## src/rtl/crc_vote_pkg.sv

```systemverilog
package crc_vote_pkg;

  typedef enum logic [1:0] {
    SRC_HI  = 2'd0,
    SRC_LO  = 2'd1,
    SRC_SUM = 2'd2
  } srcSel_e;

  typedef struct packed {
    logic    load;
    srcSel_e srcA;
    srcSel_e srcB;
    logic    err;
  } voteStrb_t;

endpackage

```

## src/rtl/crc_frame_check.sv

```systemverilog
module crc_frame_check #(
  parameter int                 DATA_W   = 8,
  parameter int                 CRC_W    = 4,
  parameter logic [CRC_W-1:0]   CRC_POLY = 4'h3,
  localparam int                FRAME_W  = DATA_W + CRC_W
) (
  input  logic [FRAME_W-1:0] frame,
  output logic               pass
);

  logic [CRC_W-1:0] remainder;
  logic             feedBit;

  always_comb begin
    remainder = '0;
    feedBit   = 1'b0;
    for (int i = FRAME_W - 1; i >= CRC_W; i--) begin
      feedBit   = remainder[CRC_W-1] ^ frame[i];
      remainder = remainder << 1;
      if (feedBit) remainder = remainder ^ CRC_POLY;
    end
    pass = (remainder == frame[CRC_W-1:0]);
  end

endmodule

```

## src/rtl/crc_vote_ctrl.sv

```systemverilog
module crc_vote_ctrl
  import crc_vote_pkg::*;
(
  input  logic      frameDone,
  input  logic      passHi,
  input  logic      passLo,
  input  logic      passSum,
  input  logic      matchHiLo,
  input  logic      matchHiSum,
  input  logic      matchLoSum,
  input  logic      onesHi,
  input  logic      onesLo,
  output voteStrb_t strb
);

  logic [2:0] passVec;
  logic       voteErr;

  assign passVec = {passHi, passLo, passSum};

  always_comb begin
    strb.load = frameDone;
    strb.srcA = SRC_HI;
    strb.srcB = SRC_LO;
    voteErr   = 1'b1;
    unique case (passVec)
      3'b111, 3'b110: voteErr = ~matchHiLo;
      3'b101: begin
        if (matchHiSum) begin
          voteErr   = 1'b0;
          strb.srcB = SRC_SUM;
        end
      end
      3'b011: begin
        if (matchLoSum) begin
          voteErr   = 1'b0;
          strb.srcA = SRC_SUM;
        end
      end
      3'b001: begin
        voteErr   = 1'b0;
        strb.srcA = SRC_SUM;
        strb.srcB = SRC_SUM;
      end
      default: voteErr = 1'b1;
    endcase
    strb.err = voteErr | onesHi | onesLo;
  end

endmodule

```

## src/rtl/crc_vote_dp.sv

```systemverilog
module crc_vote_dp
  import crc_vote_pkg::*;
#(
  parameter int  DATA_W  = 8,
  parameter int  CRC_W   = 4,
  localparam int FRAME_W = DATA_W + CRC_W
) (
  input  logic               clk,
  input  logic               rstN,
  input  logic [FRAME_W-1:0] frmHi,
  input  logic [FRAME_W-1:0] frmLo,
  input  logic [FRAME_W-1:0] frmSum,
  input  voteStrb_t          strb,
  output logic               matchHiLo,
  output logic               matchHiSum,
  output logic               matchLoSum,
  output logic               onesHi,
  output logic               onesLo,
  output logic [DATA_W-1:0]  wordA,
  output logic [DATA_W-1:0]  wordB,
  output logic               errFlag
);

  logic [DATA_W-1:0] dataHi, dataLo, dataSum;
  logic [DATA_W-1:0] nextA, nextB;

  assign matchHiLo  = ~|(frmHi ^ frmLo);
  assign matchHiSum = ~|(frmHi ^ frmSum);
  assign matchLoSum = ~|(frmLo ^ frmSum);
  assign onesHi     = &frmHi;
  assign onesLo     = &frmLo;

  assign dataHi  = frmHi[FRAME_W-1 -: DATA_W];
  assign dataLo  = frmLo[FRAME_W-1 -: DATA_W];
  assign dataSum = frmSum[FRAME_W-1 -: DATA_W];

  always_comb begin
    unique case (strb.srcA)
      SRC_SUM: nextA = dataSum;
      SRC_LO:  nextA = dataLo;
      default: nextA = dataHi;
    endcase
    unique case (strb.srcB)
      SRC_SUM: nextB = dataSum;
      SRC_HI:  nextB = dataHi;
      default: nextB = dataLo;
    endcase
  end

  // each host path owns its holding register, so a sum substitution on one
  // path never disturbs the other
  always_ff @(posedge clk or negedge rstN) begin
    if (!rstN) begin
      wordA   <= '0;
      wordB   <= '0;
      errFlag <= 1'b0;
    end else if (strb.load) begin
      wordA   <= nextA;
      wordB   <= nextB;
      errFlag <= strb.err;
    end
  end

  p_hold_r2: assert property (@(posedge clk) disable iff (!rstN)
    !strb.load |=> ($stable(wordA) && $stable(wordB) && $stable(errFlag)));

  p_load_r2: assert property (@(posedge clk) disable iff (!rstN)
    strb.load |=> (errFlag == $past(strb.err)));

endmodule

```

## src/rtl/crc_vote_sel.sv

```systemverilog
module crc_vote_sel
  import crc_vote_pkg::*;
#(
  parameter int                DATA_W   = 8,
  parameter int                CRC_W    = 4,
  parameter logic [CRC_W-1:0]  CRC_POLY = 4'h3,
  localparam int               FRAME_W  = DATA_W + CRC_W,
  localparam int               N_RX     = 3
) (
  input  logic               clk,
  input  logic               rstN,
  input  logic               frameDone,
  input  logic [FRAME_W-1:0] frmHi,
  input  logic [FRAME_W-1:0] frmLo,
  input  logic [FRAME_W-1:0] frmSum,
  output logic [DATA_W-1:0]  wordA,
  output logic [DATA_W-1:0]  wordB,
  output logic               errFlag
);

  logic [FRAME_W-1:0] rxFrame [N_RX];
  logic [N_RX-1:0]    rxPass;
  voteStrb_t          strb;
  logic               matchHiLo, matchHiSum, matchLoSum, onesHi, onesLo;

  assign rxFrame[0] = frmHi;
  assign rxFrame[1] = frmLo;
  assign rxFrame[2] = frmSum;

  for (genvar g = 0; g < N_RX; g++) begin : g_chk
    crc_frame_check #(
      .DATA_W  (DATA_W),
      .CRC_W   (CRC_W),
      .CRC_POLY(CRC_POLY)
    ) u_chk (
      .frame(rxFrame[g]),
      .pass (rxPass[g])
    );
  end

  crc_vote_ctrl u_ctrl (
    .frameDone (frameDone),
    .passHi    (rxPass[0]),
    .passLo    (rxPass[1]),
    .passSum   (rxPass[2]),
    .matchHiLo (matchHiLo),
    .matchHiSum(matchHiSum),
    .matchLoSum(matchLoSum),
    .onesHi    (onesHi),
    .onesLo    (onesLo),
    .strb      (strb)
  );

  crc_vote_dp #(
    .DATA_W(DATA_W),
    .CRC_W (CRC_W)
  ) u_dp (
    .clk       (clk),
    .rstN      (rstN),
    .frmHi     (frmHi),
    .frmLo     (frmLo),
    .frmSum    (frmSum),
    .strb      (strb),
    .matchHiLo (matchHiLo),
    .matchHiSum(matchHiSum),
    .matchLoSum(matchLoSum),
    .onesHi    (onesHi),
    .onesLo    (onesLo),
    .wordA     (wordA),
    .wordB     (wordB),
    .errFlag   (errFlag)
  );

  logic allOnesAny;
  assign allOnesAny = (&frmHi) | (&frmLo);

  p_agree_r4: assert property (@(posedge clk) disable iff (!rstN)
    (frameDone && rxPass[0] && rxPass[1] && !allOnesAny)
      |=> (errFlag == ($past(frmHi) != $past(frmLo)) &&
           wordA == $past(frmHi[FRAME_W-1 -: DATA_W]) &&
           wordB == $past(frmLo[FRAME_W-1 -: DATA_W])));

  p_hisum_r5: assert property (@(posedge clk) disable iff (!rstN)
    (frameDone && rxPass[0] && !rxPass[1] && rxPass[2])
      |=> (wordA == $past(frmHi[FRAME_W-1 -: DATA_W])));

  p_losum_r6: assert property (@(posedge clk) disable iff (!rstN)
    (frameDone && !rxPass[0] && rxPass[1] && rxPass[2])
      |=> (wordB == $past(frmLo[FRAME_W-1 -: DATA_W])));

  p_sumonly_r7: assert property (@(posedge clk) disable iff (!rstN)
    (frameDone && rxPass == 3'b100 && !allOnesAny)
      |=> (!errFlag && wordA == wordB));

  p_nosum_r8: assert property (@(posedge clk) disable iff (!rstN)
    (frameDone && !rxPass[2] && !(rxPass[0] && rxPass[1])) |=> errFlag);

  p_ones_r9: assert property (@(posedge clk) disable iff (!rstN)
    (frameDone && allOnesAny) |=> errFlag);

  always_comb begin
    if (!rstN) p_reset_r1: assert (wordA == '0 && wordB == '0 && !errFlag);
  end

endmodule

```

## config.mk

```make
export PLATFORM = sky130hd
export DESIGN_NAME = crc_vote_sel
export DESIGN_NICKNAME = d
export VERILOG_FILES = /design/src/rtl/crc_vote_pkg.sv /design/src/rtl/crc_frame_check.sv /design/src/rtl/crc_vote_ctrl.sv /design/src/rtl/crc_vote_dp.sv /design/src/rtl/crc_vote_sel.sv
export SDC_FILE = /design/constraint.sdc
export NUM_CORES = 1
export LEC_CHECK = 0
export ABC_AREA = 1
export CAP_MARGIN = 20
export CELL_PAD_IN_SITES_DETAIL_PLACEMENT = 1
export CELL_PAD_IN_SITES_GLOBAL_PLACEMENT = 1
export CORE_UTILIZATION = 30
export CTS_CLUSTER_DIAMETER = 100
export CTS_CLUSTER_SIZE = 12
export DETAILED_ROUTE_END_ITERATION = 10
export GPL_TIMING_DRIVEN = 0
export HOLD_SLACK_MARGIN = 0.06
export PLACE_DENSITY = 0.82
export SYNTH_ARGS = -nofsm -noshare
export SYNTH_HDL_FRONTEND = slang
export SYNTH_HIERARCHICAL = 1
export SYNTH_SLANG_ARGS = --single-unit
```

## constraint.sdc

```tcl
create_clock -name clk -period 1.1 [get_ports clk]
set_input_delay 0.165 -clock clk [delete_from_list [all_inputs] [get_ports clk]]
set_output_delay 0.165 -clock clk [all_outputs]
set_load 0.02 [all_outputs]
```

==> run metrics <==
CTS Root Cell=clkbuf_8; LEAKAGE=2.12 nW; Synth area leader=nand2_1; final WL=10.9 mm; Layout area overhead=62.4%; crit path max fanout=8; top-area cell type share of the netlist area=32.1%; Warnings, synthesis=6; FF-to-FF Start=u_dp/wordA[4]$_DFFE_PN0P_; antenna cells=0; gr usage total=23.8%; Clock Power Share=13.5%; first-pass GRT wire length=16.8 mm; Top FF cell, synth=dfrtp_1; startpoint class of the critical path=primary input; number of H-tree levels=1; Async SR Flop Fraction=100%; final hold violation count=0; drt first pass iters=4; synth cell count leaders=223 x nand2_1, 56 x inv_1, 42 x nand3_1; largest net degree at the start of global routing=18; multi-input logic area=0.00233 mm2; fin nets=609; most common cell in the netlist=nand2_1; WS Path Type=primary input to register; critical-path cell list=buf_12 -> inv_2 -> nand2_2 -> nand2_1 -> nand2_1 -> nand2_2 -> inv_2 -> nand2_2 -> nand2_1 -> nand2_1 -> nand2_1 -> nand2_2 -> nor2_4 -> a21oi_4 -> inv_2 -> buf_6 -> nor2_4 -> nand2_1 -> nand3_1 -> o21ai_1 -> inv_1; HP Class=primary input to register; slowest CP cell=a21oi_4; CP most frequent cell=nand2_1; Seq. cell area=425 um2; reg-to-reg endpoint=u_dp/wordA[4]$_DFFE_PN0P_; Core Area=0.00830 mm2; DP Area=0.00340 mm2; hpwl dp=7.37 mm; slowest stage delay, CP=0.20 ns; Post-Syn Area=0.00260 mm2; Die ar.=0.00906 mm2; Vert. Die Dim=95.2 um; unrepaired setup endpoints after global routing=yes; Seq pwr share=23.2%; sequential fraction of the synthesis area=16.3%; combinational cell fraction of total power=63.3%; EDFF count, synth=0; fillers=1,093; CP Launch Point=frmHi[6]; input/output buffers=54; Tcrit/Tclk final=174%; Routed Antenna Nets=0; Hold Slack=0.273 ns; Layout Skew=0 ns; Worst-Skew Late Latency=0.24 ns; endpoint class of the critical path=register; Vias per Instance=5.01; Yosys reg bits=17; worst-margin pin slew=0.778 ns; DR DRC count=0; Max rail drop VDD=0.000858 V; Reg2Reg Setup Slack=0.40 ns; syn_nets=523; Max-slew headroom=48.0%; RePlAce Congestion=0.820; hold_buf cts=0; failing checks=negative setup slack; pwr/cell area=788 mW/mm2; layout cells sized above 1=43.4%; Sum Neg Setup Slack=-12.59 ns; Synth Instances=482; Initial Utilization=31.4%; Psw=1.47 mW; max cap viols=0; synth unique cells=24; max-slew violation count=0; crit path to=u_dp/wordB[3]$_DFFE_PN0P_; routed vias=3,368; Finish-stage setup viols=17; clk sink count=17; top cells by area, synth=nand2_1 32%, dfrtp_1 16%, xnor2_1 9.1%, inv_1 8.1%, nand3_1 8.1%; CTS tree=done; WP data required=1.29 ns; fin worst setup slack=-0.816 ns; R2R cell count=2; synthesized area per cell=5.40 um2; final core occ=51.0%; wire per inst=16.3 um; buffer depth of the longest clock path=2; Fmax=0.522 GHz; Int Pwr=1.86 mW; Worst-path clk slew=0.06 ns; switching share of total power=44.2%; status=finished, violations left; crit path DAT=2.10 ns; I/O Pins=56; Iteration-0 DRC Markers=100; row cnt=33; total grt overflow=0; Num CTS Buffers=3; crit path time final=1.92 ns; vias in the first global route=3,572; number of antenna violations at the first check in global routing=0; Die X=95.2 um; cell area after layout=0.00423 mm2
## worst max-delay path, delay by kind of cell
kind	cells	cell delay, ns
AND/OR/NAND/NOR	13	1.15
buffers and inverters	6	0.51
AO/OA/AOI/OAI	2	0.28
## power groups by stage
stage	clock, mW	sequential, mW	combinational [mW]
after floorplan	0	0.881	0.858
after CTS	0.469	0.770	1.97
after detailed placement	0	0.778	1.64
final	0.450	0.773	2.11
after global placement	0	0.777	1.59
after global routing	0.491	0.781	2.28
## area by class of cell
cell class,count,area share [%]
flip-flops and latches,17,10.1
multi-input cells,389,55.0
plain buffers,8,1.75
clock buffers,4,1.06
inverters,68,8.64
well taps,105,3.11
repair buffers,81,20.3
## what timing repair did
action / CTS / global route
setup endpoints to repair: 34 / 27
setup buffers: 18 / 7
pin swaps: 57 / 48
gates resized for setup: 345 / 78
gates cloned: 2 / 0
## metal layers
metal	track usage (%)	vias to the layer above	wire, um
met5	0	-	0
met4	6.57	0	236
met3	1.75	23	356
met2	44.9	76	5720
met1	28.6	1604	4620
li1	-	1665	-
## state kept, by name, indices dropped and copies added, names as in the netlist
register and cells:
u_dp/wordB 8, u_dp/wordA 8, u_dp/errFlag 1
## layout by cell type (no fill, tap or decap), types with 2 or more instances in the layout
cell type / count
clkinv_8: 3
nand2_4: 15
nand2_1: 149
a21oi_2: 16
buf_8: 3
nor3_1: 2
buf_2: 6
o21ai_2: 4
xnor2_2: 2
nand4_1: 13
xnor2_1: 24
nor2_4: 6
clkdlybuf4s15_1: 3
clkbuf_8: 3
nand3_1: 31
inv_1: 42
inv_8: 6
nor2_1: 18
o21ai_1: 6
dfrtp_1: 17
buf_4: 27
inv_2: 9
clkdlybuf4s15_2: 11
inv_4: 5
dlygate4sd2_1: 3
nand3_2: 11
buf_12: 14
nand3b_4: 3
inv_6: 2
clkbuf_2: 10
nand2_2: 74
buf_6: 9
a21oi_1: 8
## how the worst min path moves through the flow
stage | start | endpoint | slack [ns] | cells after the start
after CTS | frmHi[10] | u_dp/wordA[6]$_DFFE_PN0P_ | 0.24 | 3
final | frmHi[6] | u_dp/wordA[2]$_DFFE_PN0P_ | 0.27 | 3
after global placement | u_dp/wordB[0]$_DFFE_PN0P_ | u_dp/wordB[0]$_DFFE_PN0P_ | 0.46 | 2
after global routing | frmHi[6] | u_dp/wordA[2]$_DFFE_PN0P_ | 0.28 | 3
after floorplan | rstN | u_dp/errFlag$_DFFE_PN0P_ | -0.13 | 0
after detailed placement | u_dp/wordB[2]$_DFFE_PN0P_ | u_dp/wordB[2]$_DFFE_PN0P_ | 0.47 | 2
## cells by family after synthesis
group / Yosys count / synth area share (%)
AND/OR/NAND/NOR: 324 / 54.1
buffers and inverters: 76 / 12.3
other: 1 / 0.144
adder cells (fa/ha/maj): 2 / 0.960
AO/OA/AOI/OAI: 35 / 7.01
flip-flops: 17 / 16.3
XOR/XNOR: 27 / 9.08
## metrics by stage
step           std cells  total power [mW]  setup slack [ns]
2_1_floorplan        482              1.74            -0.601
3_3_place_gp         641              2.36             -1.88
3_5_place_dp         641              2.42             -1.97
4_1_cts              665              3.21            -0.702
5_1_grt              672              3.55            -0.962
6_report             672              3.34            -0.816
Power figures use the tool's default switching activity.
